`src/rtl/fn_event_force_pkg.sv`:
```
package fn_event_force_pkg;

    localparam int REG_W    = 32;
    localparam int ADDR_W   = 2;
    localparam int NUM_EV   = 2;
    localparam int INT_BIT  = 15;
    localparam int WAKE_BIT = 4;

    // Bit position of each event in the force, event and mask registers
    localparam int EV_POS [NUM_EV] = '{INT_BIT, WAKE_BIT};

    typedef enum logic [ADDR_W-1:0] {
        A_EVENT = 2'd0,
        A_MASK  = 2'd1,
        A_FORCE = 2'd2,
        A_SPARE = 2'd3
    } reg_addr_e;

    typedef enum logic {
        PIN_IDLE   = 1'b0,
        PIN_ACTIVE = 1'b1
    } pin_state_e;

endpackage

```
`src/rtl/fn_event_regport.sv`:
```
module fn_event_regport
    import fn_event_force_pkg::*;
#(
    parameter int DW = REG_W,
    parameter int AW = ADDR_W,
    parameter int NE = NUM_EV
) (
    input  logic          reg_wr_i,
    input  logic [AW-1:0] reg_addr_i,
    input  logic [DW-1:0] reg_wdata_i,
    input  logic [NE-1:0] ev_q_i,
    input  logic [NE-1:0] mask_q_i,
    output logic [NE-1:0] force_set_o,
    output logic [NE-1:0] clr_o,
    output logic          mask_we_o,
    output logic [NE-1:0] mask_d_o,
    output logic [DW-1:0] reg_rdata_o
);

    reg_addr_e addr;
    logic      unused_wdata;

    assign addr         = reg_addr_e'(reg_addr_i);
    assign unused_wdata = ^reg_wdata_i;

    // Write decode: only the mapped bit positions act
    always_comb begin
        for (int i = 0; i < NE; i++) begin
            force_set_o[i] = reg_wr_i && (addr == A_FORCE) && reg_wdata_i[EV_POS[i]];
            clr_o[i]       = reg_wr_i && (addr == A_EVENT) && reg_wdata_i[EV_POS[i]];
            mask_d_o[i]    = reg_wdata_i[EV_POS[i]];
        end
        mask_we_o = reg_wr_i && (addr == A_MASK);
    end

    // Read mux: the force register holds no state
    always_comb begin
        reg_rdata_o = '0;
        unique case (addr)
            A_EVENT: for (int i = 0; i < NE; i++) reg_rdata_o[EV_POS[i]] = ev_q_i[i];
            A_MASK:  for (int i = 0; i < NE; i++) reg_rdata_o[EV_POS[i]] = mask_q_i[i];
            A_FORCE: reg_rdata_o = '0;
            A_SPARE: reg_rdata_o = '0;
        endcase
    end

endmodule

```
`src/rtl/fn_event_bank.sv`:
```
module fn_event_bank
    import fn_event_force_pkg::*;
#(
    parameter int NE = NUM_EV
) (
    input  logic          clk,
    input  logic          rst_n,
    input  logic [NE-1:0] force_set_i,
    input  logic [NE-1:0] hw_event_i,
    input  logic [NE-1:0] clr_i,
    input  logic          mask_we_i,
    input  logic [NE-1:0] mask_d_i,
    output logic [NE-1:0] ev_q_o,
    output logic [NE-1:0] mask_q_o
);

    logic [NE-1:0] set_req;
    assign set_req = force_set_i | hw_event_i;

    for (genvar i = 0; i < NE; i++) begin : g_ev
        // Sticky bit: set has priority over write-one-to-clear
        always_ff @(posedge clk or negedge rst_n) begin
            if (!rst_n)            ev_q_o[i] <= 1'b0;
            else if (set_req[i])   ev_q_o[i] <= 1'b1;
            else if (clr_i[i])     ev_q_o[i] <= 1'b0;
        end


        set_wins_chk: assert property (@(posedge clk) disable iff (!rst_n)
            set_req[i] |=> ev_q_o[i]);

        sticky_hold_chk: assert property (@(posedge clk) disable iff (!rst_n)
            (ev_q_o[i] && !clr_i[i]) |=> ev_q_o[i]);

        w1c_clear_chk: assert property (@(posedge clk) disable iff (!rst_n)
            (clr_i[i] && !set_req[i]) |=> !ev_q_o[i]);
    end

    always_ff @(posedge clk or negedge rst_n) begin
        if (!rst_n)         mask_q_o <= '0;
        else if (mask_we_i) mask_q_o <= mask_d_i;
    end

endmodule

```
`src/rtl/fn_event_pin_fsm.sv`:
```
module fn_event_pin_fsm
    import fn_event_force_pkg::*;
(
    input  logic clk,
    input  logic rst_n,
    input  logic ev_i,
    input  logic mask_i,
    output logic pin_o
);

    pin_state_e state_q, state_d;

    always_comb begin
        state_d = state_q;
        unique case (state_q)
            PIN_IDLE:   if (ev_i && !mask_i)  state_d = PIN_ACTIVE;
            PIN_ACTIVE: if (!ev_i || mask_i)  state_d = PIN_IDLE;
        endcase
    end

    always_ff @(posedge clk or negedge rst_n) begin
        if (!rst_n) state_q <= PIN_IDLE;
        else        state_q <= state_d;
    end

    always_comb begin
        pin_o = (state_q == PIN_ACTIVE);
    end


    pin_follow_chk: assert property (@(posedge clk) disable iff (!rst_n)
        1'b1 |=> (pin_o == $past(ev_i && !mask_i)));

    mask_quiet_chk: assert property (@(posedge clk) disable iff (!rst_n)
        mask_i |=> !pin_o);

endmodule

```
`src/rtl/fn_event_force.sv`:
```
module fn_event_force
    import fn_event_force_pkg::*;
(
    input  logic              clk,
    input  logic              rst_n,
    input  logic              reg_wr_i,
    input  logic [ADDR_W-1:0] reg_addr_i,
    input  logic [REG_W-1:0]  reg_wdata_i,
    output logic [REG_W-1:0]  reg_rdata_o,
    input  logic [NUM_EV-1:0] hw_event_i,
    output logic              irq_o,
    output logic              wake_o
);

    logic [NUM_EV-1:0] force_set, clr, mask_d, ev_q, mask_q, pins;
    logic              mask_we;

    fn_event_regport #(.DW(REG_W), .AW(ADDR_W), .NE(NUM_EV)) u_port (
        .reg_wr_i    (reg_wr_i),
        .reg_addr_i  (reg_addr_i),
        .reg_wdata_i (reg_wdata_i),
        .ev_q_i      (ev_q),
        .mask_q_i    (mask_q),
        .force_set_o (force_set),
        .clr_o       (clr),
        .mask_we_o   (mask_we),
        .mask_d_o    (mask_d),
        .reg_rdata_o (reg_rdata_o)
    );

    fn_event_bank #(.NE(NUM_EV)) u_bank (
        .clk         (clk),
        .rst_n       (rst_n),
        .force_set_i (force_set),
        .hw_event_i  (hw_event_i),
        .clr_i       (clr),
        .mask_we_i   (mask_we),
        .mask_d_i    (mask_d),
        .ev_q_o      (ev_q),
        .mask_q_o    (mask_q)
    );

    for (genvar i = 0; i < NUM_EV; i++) begin : g_pin
        fn_event_pin_fsm u_fsm (
            .clk    (clk),
            .rst_n  (rst_n),
            .ev_i   (ev_q[i]),
            .mask_i (mask_q[i]),
            .pin_o  (pins[i])
        );
    end

    assign irq_o  = pins[0];
    assign wake_o = pins[1];

endmodule

```
`config.mk`:
```
export PLATFORM = sky130hd
export DESIGN_NAME = fn_event_force
export DESIGN_NICKNAME = d
export VERILOG_FILES = /design/src/rtl/fn_event_force_pkg.sv /design/src/rtl/fn_event_regport.sv /design/src/rtl/fn_event_bank.sv /design/src/rtl/fn_event_pin_fsm.sv /design/src/rtl/fn_event_force.sv
export SDC_FILE = /design/constraint.sdc
export NUM_CORES = 1
export LEC_CHECK = 0
export BUFFER_PORTS_ARGS = -buffer_cell sky130_fd_sc_hd__buf_4
export CORE_MARGIN = 2
export CORE_UTILIZATION = 30
export CTS_BUF_LIST = sky130_fd_sc_hd__clkbuf_8
export CTS_CLUSTER_SIZE = 24
export DETAILED_ROUTE_END_ITERATION = 10
export PLACE_DENSITY = 0.8
export SYNTH_ARGS = -nofsm -noshare
export SYNTH_HDL_FRONTEND = slang
export SYNTH_SLANG_ARGS = --single-unit
```
`constraint.sdc`:
```
create_clock -name clk -period 1.1 [get_ports clk]
set_input_delay 0 -clock clk [delete_from_list [all_inputs] [get_ports clk]]
set_output_delay 0 -clock clk [all_outputs]
set_load 0.01 [all_outputs]
```
======== Word-level counts from Yosys, hierarchy flattened ========
Index checks and enable logic that the tools add are counted.
word-level totals
  flip-flop bits (word level) ............. 6
  bits of input ports ..................... 39
  output and inout bits ................... 34
  logic and storage cells ................. 42
cells by class
  eq/ne operators ......................... 3
  mux-type cells .......................... 12
  bitwise logic cells ..................... 3
  reductions and logical operators ........ 19
operator list
  operator            count
  $logic_and 1x1->1   9
  $mux 1              8
  $pmux 1 s3          2
  $eq 2x2->1 const B  2
  $logic_not 1->1     4
  $pmux 1 s2          2
  $reduce_bool 2->1   2
  $eq 2x1->1 const B  1
  $logic_not 2->1     1
  $logic_or 1x1->1    2
  $not 1->1           2
  $or 2x2->2          1
  $reduce_or 2->1     1

======== Depth between registers and ports, before layout ========
  word-level depth ........................ 5
  gate-level depth with buffers ........... 2
  gate-level depth less buffers ........... 2

======== Modules after synthesis ========
Synthesis repeated with hierarchy kept, for this count alone.
unflattened totals
  cells, all modules ...................... 63
  area total of the unflattened synthesis .. 548.0 sq um
by module, submodules not included
  module            instances  cells an instance  area an instance (sq um)  seq. area each (sq um)
  fn_event_regport  1          47                 322.8                     0.0
  fn_event_bank     1          12                 147.6                     100.1
  fn_event_pin_fsm  2          2                  38.8                      25.0

======== Worst setup path after synthesis ========
No wires, ideal clock.
  path kind ............................... reg2reg
  start ................................... reg u_bank.mask_q_o[0] (netlist name)
  end ..................................... reg u_bank.mask_q_o[0]
  library setup time ...................... 0.128 ns
  arrival ................................. 0.639 ns
  required time ........................... 0.972 ns
  path slack .............................. 0.334 ns
  stages on the path, launching flop included .. 2
  buffers on the path ..................... 0
  period minus slack after synthesis ...... 0.766 ns
  cell sequence ........................... dfrtp_1 -> mux2_1
RTL lines
  item                  line                 text
  to (signal assigned)  fn_event_bank.sv:41  else if (mask_we_i) mask_q_o <= mask_d_i;
  to (decl)             fn_event_bank.sv:14  output logic [NE-1:0] mask_q_o

======== Worst setup path after layout ========
  start ................................... reg u_bank.mask_q_o[0]
  end ..................................... out reg_rdata_o[15]
on the way
  word-level cells in the longest chain between the ends .. 1
RTL lines
  item        line                    text
  $pmux 1 s3  fn_event_regport.sv:39  unique case (addr)
  to (decl)   fn_event_force.sv:9     output logic [REG_W-1:0] reg_rdata_o,
No other way between the ends.

==> out/results.txt <==
final slew viol count: 0
total inserted antenna cells: 0
Comb pwr share: 0.219
drt wl/cell: 9.02 um
net switching fraction of the power: 0.271
Synth cell types: 8
layout overhead on the synthesized area: 9.02%
YS warnings: 0
Synth top area share: 0.451
slowest cell delay on critical path: 0.38 ns
HPWL after detailed placement: 597 um
RSZ-0062 raised after global routing: false
number of synthesized register bits: 6
maximum fanout encountered on the critical timing path: 3
Root Buffer: sky130_fd_sc_hd__clkbuf_8
clock group share of total power: 0.431
clock network latency to the later pin of the worst-skew pair: 0.22 ns
Final Net Count: 110
vias in the first global route: 259
placeable core area: 1540 um2
pwr dens: 1410 nW/um2
total number of clock tree sinks: 6
number of design rule violations left after detail routing: 0
area of placed instances: 493 um2
first-pass GRT wire length: 1130 um
number of enable flip-flop cells after synthesis: 0
cells after synthesis: 54
list of cells traversed by the critical path: mux2i_1, nor2_1, buf_4
CTS H-tree depth: 1
port buffer count: 12
timing-limited maximum frequency: 1050 MHz
Hold WC Path Type: in -> reg
Overall Global Routing Usage: 0.0873
initial standard-cell utilization of the core: 0.324
final weighted congestion in routability-driven placement: 0.645
worst path bufs/invs: 1
switching pwr: 0.000208 W
Leakage: 0.304 nW
cell types occupying the most area after synthesis: sky130_fd_sc_hd__buf_4, sky130_fd_sc_hd__dfrtp_1, sky130_fd_sc_hd__mux2i_1
pin count of the biggest net entering global routing: 7
startpoint-to-endpoint class of the critical path: reg -> out
I/O pin count: 73
cell types with the highest counts after synthesis: sky130_fd_sc_hd__buf_4, sky130_fd_sc_hd__dfrtp_1, sky130_fd_sc_hd__nor2_1
worst endpoint required time: 1.10 ns
Routed Wire Length: 767 um
most common cell in the netlist: sky130_fd_sc_hd__buf_4
initial antenna violation count: 0
clock tree from TritonCTS: yes
GR Overflow Total: 0
die span in y: 44.8 um
total die area: 2010 um2
number of gates resized after CTS: 0
post-CTS clock slew at the launch and capture registers of the worst setup and hold paths: 0.04 ns
final std cell area, no fill: 544 um2
die width: 44.8 um
drt via density: 3.51
top flip-flop cell by instance count after synthesis: sky130_fd_sc_hd__dfrtp_1
run status: completed
number of clock buffers inserted by TritonCTS: 3
crit path time final: 0.953 ns
standard-cell row count: 14
via count of the routed design: 298
violation count after the first detailed-route iteration: 17
final number of hold-violating endpoints: 0
Post-Route Skew: 0.000119 ns
number of endpoints failing setup at the final stage: 0
Slowest cell on crit path: sky130_fd_sc_hd__dfrtp_1
layout cells sized above 1: 0.217
Clock Tree Buf Depth: 2
category of the worst setup path launch point: flip-flop
post-synthesis instance area: 499 um2
total negative setup slack: 0 ns
# Max-Cap Violations: 0
power share of the sequential group: 0.350
crit end category: output pin
async set-reset flop share out of synthesis: 1.00
number of routed nets with antenna violations: 0
register area share after synthesis: 0.301
final period utilization: 0.866
CP arrival: 0.95 ns
Avg Cell Area, Syn: 9.24 um2
Worst IR Drop VDD: 0.000544 V
first-pass iteration count of the detailed router: 4
cell internal pwr: 0.000559 W
post-synthesis cell type with the largest combined area: sky130_fd_sc_hd__buf_4
family of cells with the greatest summed delay on the critical path: flip-flops
[final cells by class]
cell class              instances  area, um2
clock buffers                   3       41.3
multi-input cells              47        233
repair buffers                 13        100
fillers                       164        997
well taps                      16       20.0
flip-flops and latches          6        150
[worst paths after layout]
kind | slack [ns] | cells past startpoint | to | start
max | 0.15 | 3 | reg_rdata_o[15] | u_bank.mask_q_o[0]$_DFFE_PN0P_
min | 0.006 | 2 | u_bank.mask_q_o[1]$_DFFE_PN0P_ | reg_wdata_i[4]
max reg2reg | 0.29 | 1 | u_bank.mask_q_o[0]$_DFFE_PN0P_ | u_bank.mask_q_o[0]$_DFFE_PN0P_
min reg2reg | 0.45 | 1 | g_pin[0].u_fsm.pin_o$_DFF_PN0_ | u_bank.mask_q_o[0]$_DFFE_PN0P_
max in group asynchronous | 0.85 | 2 | u_bank.ev_q_o[1]$_DFFE_PN0P_ | rst_n
min in group asynchronous | 0.13 | 2 | g_pin[0].u_fsm.pin_o$_DFF_PN0_ | rst_n
[state kept, by name (all words and copies together), names as in the netlist]
signal             flops
u_bank.mask_q_o        2
u_bank.ev_q_o          2
g_pin.u_fsm.pin_o      2
[what timing repair did]
item                       4_1_cts  5_1_grt
setup endpoints to repair        0        0
hold endpoints to repair         6        0
hold buffers                     1        0
setup buffers                    0        0
[power groups by stage]
stage | sequential [W] | clock [W] | combinational, W
2_1_floorplan | 0.000276 | 0 | 0.000164
3_3_place_gp | 0.000270 | 0 | 0.000161
3_5_place_dp | 0.000272 | 0 | 0.000163
4_1_cts | 0.000269 | 0.000344 | 0.000167
5_1_grt | 0.000272 | 0.000363 | 0.000186
6_report | 0.000268 | 0.000331 | 0.000168
[layout by cell type, fill, tap and decap left out]
| cell type | n |
|---|---|
| sky130_fd_sc_hd__buf_4 | 12 |
| sky130_fd_sc_hd__clkbuf_8 | 3 |
| sky130_fd_sc_hd__conb_1 | 30 |
| sky130_fd_sc_hd__dfrtp_1 | 6 |
| sky130_fd_sc_hd__dlygate4sd3_1 | 1 |
| sky130_fd_sc_hd__mux2_1 | 2 |
| sky130_fd_sc_hd__mux2i_1 | 4 |
| sky130_fd_sc_hd__nand3b_1 | 3 |
| sky130_fd_sc_hd__nor2_1 | 6 |
| sky130_fd_sc_hd__nor2b_1 | 2 |
[through the flow]
step	cells	total power, W	setup WS (ns)	utilization	hold WS (ns)
after floorplan	83	0.000440	0.334	-	-0.296
after global placement	81	0.000430	0.320	0.320	-0.190
after detailed placement	81	0.000434	0.292	0.320	-0.186
after CTS	85	0.000780	0.138	0.353	0.00345
after global routing	85	0.000821	0.0882	0.353	0.0207
final	85	0.000767	0.147	0.353	0.00640
[metal layers]
layer  track usage  up-vias  routed length (um)
met2         0.139       21                 448
met4        0.0706        0                   0
met1        0.0819      137                 235
met5             0        -                   0
li1              -      140                   -
met3        0.0480        0                  82
[cell families (layout without fill, tap and decap cells)]
kind of cell,after synthesis,count (layout),synth area share
other,1,30,0.00751
DFF,6,6,0.301
and+or+nand+nor,11,11,0.115
buffers and inverters,30,16,0.451
muxes,6,6,0.125
Power figures use the tool's default switching activity.
